[src/rtl/sdlc_crc_pkg.sv]
package sdlc_crc_pkg;
  localparam int CRC_W = 16;

  typedef logic [CRC_W-1:0] crc_t;

  // one bit of an LSB-first (reflected) CRC step
  function automatic crc_t crc_fold_refl(input crc_t c, input logic b, input crc_t poly_refl);
    crc_t nxt;
    logic fb;
    fb  = c[0] ^ b;
    nxt = c >> 1;
    if (fb) nxt = nxt ^ poly_refl;
    return nxt;
  endfunction

  // mirror the bit order of a CRC word
  function automatic crc_t bit_rev(input crc_t v);
    crc_t r;
    for (int i = 0; i < CRC_W; i++) r[i] = v[CRC_W-1-i];
    return r;
  endfunction
endpackage

[src/rtl/crc_frame_judge.sv]
module crc_frame_judge
  import sdlc_crc_pkg::*;
#(
  parameter crc_t GOOD_RES = 16'h1D0F
)(
  input  logic clk,
  input  logic rst_n,
  input  logic close_flag,
  input  crc_t remainder,
  output logic crc_err,
  output logic frame_done
);
  logic mismatch;
  assign mismatch = (remainder != GOOD_RES);

  always_ff @(posedge clk or negedge rst_n) begin
    if (!rst_n) begin
      crc_err    <= 1'b0;
      frame_done <= 1'b0;
    end else begin
      frame_done <= close_flag;
      if (close_flag) crc_err <= mismatch;
    end
  end


  done_pulse_chk: assert property (@(posedge clk) disable iff (!rst_n)
    close_flag |=> frame_done);


  done_quiet_chk: assert property (@(posedge clk) disable iff (!rst_n)
    !close_flag |=> !frame_done);


  err_hold_chk: assert property (@(posedge clk) disable iff (!rst_n)
    !close_flag |=> $stable(crc_err));
endmodule

[config.mk]
export PLATFORM = sky130hd
export DESIGN_NAME = crc_frame_judge
export DESIGN_NICKNAME = d
export VERILOG_FILES = /design/src/rtl/sdlc_crc_pkg.sv /design/src/rtl/crc_frame_judge.sv
export SDC_FILE = /design/constraint.sdc
export NUM_CORES = 1
export LEC_CHECK = 0
export ABC_CLOCK_PERIOD_IN_PS = 900
export BUFFER_PORTS_ARGS = -buffer_cell sky130_fd_sc_hd__buf_2
export CAP_MARGIN = 15
export CELL_PAD_IN_SITES_DETAIL_PLACEMENT = 0
export CELL_PAD_IN_SITES_GLOBAL_PLACEMENT = 2
export CORE_AREA = 2 2 39 41
export CTS_CLUSTER_SIZE = 40
export DETAILED_ROUTE_END_ITERATION = 10
export DIE_AREA = 0 0 41 43
export GPL_ROUTABILITY_DRIVEN = 0
export MAX_ROUTING_LAYER = met4
export PLACE_DENSITY = 0.7
export SLEW_MARGIN = 5
export SYNTH_ARGS = -nofsm -noshare
export SYNTH_HDL_FRONTEND = slang
export SYNTH_SLANG_ARGS = --single-unit
[constraint.sdc]
create_clock -name clk -period 0.9 [get_ports clk]
set_clock_uncertainty 0.05 [all_clocks]
set_input_delay 0.09 -clock clk [delete_from_list [all_inputs] [get_ports clk]]
set_output_delay 0.09 -clock clk [all_outputs]
set_load 0.05 [all_outputs]
## Yosys cells after proc, flatten, opt, wreduce, memory -nomap -nowiden

Cells that the tools add are included.

| operators by class | value |
|---|---|
| eq/ne operators | 1 |

Operators by type and width:

| cell | number |
|---|---|
| inequality test 16 x 13 -> 1 bit (second input constant) | 1 |

| storage, ports and cells | value |
|---|---|
| output and inout port bits | 2 |
| bits in registers | 2 |
| bits of input ports | 19 |

## Depth between registers and ports, before layout

| logic depth | value |
|---|---|
| depth after elaboration | 1 |
| mapped depth | 3 |
| gate-level depth less buffers | 3 |

## Worst setup path before layout

No wires, ideal clock.

| timing | value |
|---|---|
| kind | register to register |
| from | reg, netlist name crc_err |
| to | reg crc_err |
| path slack | -0.037 ns |
| cell stages (with the launch flop) | 2 |
| path buffers | 0 |
| data arrival time | 0.761 ns |
| required time | 0.724 ns |
| cells stage by stage | dfrtp_1 > o32a_1 |

RTL lines:

| what | line | text |
|---|---|---|
| end signal: assignment | crc_frame_judge.sv:22 | `if (close_flag) crc_err <= mismatch;` |
| end: declaration | crc_frame_judge.sv:10 | `output logic crc_err,` |

## Final worst setup path

| timing | value |
|---|---|
| from | reg crc_err |
| to | out crc_err |

No word-level cell between the ends.

==> flow_results.org <==
** Synth
- Counting every net in the synthesized netlist gives 28.
- Share of the synthesized area in the top cell type :: 0.465
- In this run, synthesis inferred 0 flip-flops with an integrated enable.
- After synthesis, the largest family of logic cells by area is simple AND/OR/NAND/NOR gates.
- Share of the synthesized area in compound gates (AO/OA/AOI/OAI) :: 0.0930
- Cell Area, Synth :: roughly 110 um2
- Share of synthesized area occupied by flip-flops and latches :: 0.465
- After synthesis, the share of cell area in mux cells is 0.
- Synthesis produced a netlist whose cell count is 9.
- Parity-gate share of the synthesized area counting xor and xnor cells :: 0
- Yosys printed 0 warnings.
- Synthesized-area fraction occupied by and/or/nand/nor cells :: 0.442
- Adder and majority cell fraction of the synthesized area :: 0
- By instance count, the leading cell after synthesis is dfrtp_1.
- Proportion of synthesized flip-flops having asynchronous set or reset :: 1.00
- For this run, the leading register cell type out of synthesis is dfrtp_1.
- The number of different library cells used by synthesis comes to 8.
- Post-Synthesis Mean Instance Area :: 12.0 um2
- Dominant cell type by area after synthesis :: dfrtp_1
- In this run, synthesis produced a sequential element count of 2.
- Top post-synthesis cells by area :: dfrtp_1 47%, nor4b_2 14%, nor4bb_1 9.3%, o32a_1 9.3%, nand3b_1 7.0%

** Layout
- Fraction of final layout cells sized beyond drive strength 1 :: 0.750
- The number of antenna diodes in the final layout is 0.
- Final net count :: 56
- Compared with the post-synthesis result, the final layout area differs by 190%.
- After filler insertion, the fill cell instance count of the layout stands at between 150 and 200.

** Hold path
- Hold path endpoint :: crc_err
- The min-delay analysis places its worst path in the category input pin to flop.
- HP Start :: close_flag
- The worst hold path was traced through 2 stages.

** Route
- For this run, the detailed router's first-pass iteration total came to 2.
- Once detail routing completed, the nets flagged for antenna violations numbered 0.
- After detailed routing, the average wire length per cell comes to roughly 11 um.
- Initial detailed-routing violation count :: 1
- After detailed routing, the number of remaining DRC violations is 0.
- The final route contains 197 vias.
- Total routed wirelength :: about 570 um
- Dividing the detail-routed via count by the number of cells gives 3.79.

** Pwr
- Cell internal power was estimated by the tool at 0.305 mW.
- Overall power consumption after layout is estimated at 0.396 mW.
- The share of total power dissipated in sequential elements is 0.237.
- Power Density :: 1270 nW/um2
- Portion of total power attributed to the clock network :: 0.573
- Summed over all nets, the switching power comes to between 0.09 and 0.1 mW.
- Part of the total power dissipated in combinational logic :: 0.190
- Static leakage :: between 0.1 and 0.15 nW
- Sw Share :: 0.229
- Peak supply drop :: roughly 0.31 mV

** Global route
- The first global-routing pass estimated about 780 um of wire.
- Entering global routing, the biggest net connects 4 pins.
- Overall overflow remaining after global route :: 0
- The initial antenna violation count is 0.
- Vias in the first global route :: approximately 180
- Across every metal layer, demand over resource in global routing totals 0.0772.

** STA
- Final clock period utilization by the worst path :: 1.03
- Final worst slack :: -27.2 ps
- Max transition margin :: 0.853
- Actual slew at the worst max-slew pin :: about 220 ps
- Number of failing hold endpoints at the final stage :: 0
- For this run, the top clock speed supported by timing is between 1000 and 1500 MHz.
- The number of pins with negative max-slew slack in the final report came to 0.
- In the final timing run, aggregate negative setup slack is -27.2 ps.
- Setup violations remaining at the end of the flow were counted as 1.
- Clock period minus worst slack :: 927 ps
- RSZ-0062 raised after global routing :: yes

** Clock tree
- Counting every sink on the clock net gives 2.
- Buffers inserted during clock tree synthesis total 3.
- Root buffer cell :: clkbuf_4
- The clock reaches the later pin of the worst-skew pair after 230 ps.
- Clock-pin slew on the worst setup and hold paths :: roughly 40 ps
- TritonCTS built the clock tree.
- H-tree depth :: 1
- The longest clock path from root to sink contains 2 buffers.

** Die
- IO Pins :: 21
- Die area :: 1760 um2
- Die Ht :: 43 um
- Row generation in the floorplan step produced 14 rows.
- Starting utilization of the core area :: 0.0778
- Die X-Extent :: roughly 41 um
- The floorplan step defined a core boundary enclosing around 1400 um2.

** Critical path
- In this run the worst path has a maximum fanout of 2.
- Top Family by Delay on Critical Path :: flip-flops
- R2r worst-path depth :: 2
- Worst setup EP type :: output pin
- Cell chain of the critical path :: buf_8
- Max stage delay on crit path :: ~400 ps
- CP Buf/Inv Count :: 1
- At the worst endpoint, the arrival time is slightly below 800 ps.
- Start-to-end type of the worst setup path :: flop to output pin
- R2r setup slk :: approximately 40 ps
- STA classifies the critical path startpoint as a flop.
- Capture instance of the worst register-to-register path :: crc_err
- Required time at the worst-slack endpoint :: between 700 and 800 ps
- Launch instance of the worst register-to-register path :: crc_err
- Among all stages on the critical path, the largest delay is contributed by dfrtp_2.

** Placed design
- Before CTS, the worst setup slack after placement is -170 ps.
- Port Buffer Count :: 20

** Outcome
- The run finished, with violations left.
- The checks that failed: setup timing.

** Job
- Count of maximum capacitance violations :: 0
==> worst max-delay path by stage <==
stage / startpoint / end / slack [ps] / cells after the start
floorplan: remainder[5] / crc_err / -6 / 3
finish: crc_err / crc_err / -30 / 1
CTS: crc_err / crc_err / -40 / 1
global placement: remainder[5] / crc_err / -190 / 4
detailed placement: remainder[5] / crc_err / -170 / 4
global route: crc_err / crc_err / -60 / 1
==> power by group through the flow <==
| stage | Combinational, mW | Sequential (mW) | Clock (mW) |
|---|---|---|---|
| after global placement | 0.0603 | 0.0942 | 0 |
| after CTS | 0.0703 | 0.0937 | 0.241 |
| after floorplan | 0.00734 | 0.103 | 0 |
| after global routing | 0.0820 | 0.0941 | 0.252 |
| final | 0.0752 | 0.0938 | 0.227 |
| after detailed placement | 0.0610 | 0.0942 | 0 |
==> routing by layer <==
layer,GRT usage,routed length (um),part of all wire
met4,0.0400,0,0
met1,0.113,267,0.47
met3,0.0681,126,0.22
met5,-,0,0
met2,0.0656,172,0.30
==> registers in the layout (all words and copies together) (netlist names) <==
signal      count
crc_err         1
frame_done      1
==> layout make-up <==
type / instances / area, um2 / share of cell area
Sequential cell: 2 / 51.3 / 0.165
Timing Repair Buffer: 23 / 150 / 0.482
Clock buffer: 4 / 26.3 / 0.0843
Tap cell: 16 / 20.0 / 0.0643
Multi-Input combinational cell: 7 / 63.8 / 0.205
==> repair_timing <==
item / CTS / global route
hold endpoints to repair: 3 / 0
hold buffers: 2 / 0
setup buffers: 1 / 0
endpoints found under the setup margin: 2 / 3
gates resized for setup: 5 / 2
pin swaps: 0 / 4
==> placed cells by master (no fill, tap or decap), drive strengths merged <==
master | Yosys | layout
nor4bb | 1 | 1
nor2 | 1 | 1
nand4 | 1 | 1
dlygate4sd3 | 0 | 2
o32a | 1 | 1
clkbuf | 0 | 4
nand3b | 1 | 1
buf | 0 | 21
nor4b | 1 | 1
nand3 | 1 | 1
dfrtp | 2 | 2
==> logic make-up (layout without fill, tap and decap cells) <==
logic type / count (synthesis) / count (layout)
AND/OR/NAND/NOR: 6 / 6
AO/OA/AOI/OAI: 1 / 1
buffers and inverters: 0 / 27
flip-flops: 2 / 2
==> per-stage QoR <==
step	cells	hold slack (ps)	cell area (um2)	util
CTS	52	67.0	299	0.216
finish	52	94.6	312	0.225
global route	52	106	312	0.225
floorplan	9	-256	109	-
global placement	45	-175	229	0.165
detailed placement	45	-170	229	0.165
(Power assumes the default switching activity.)
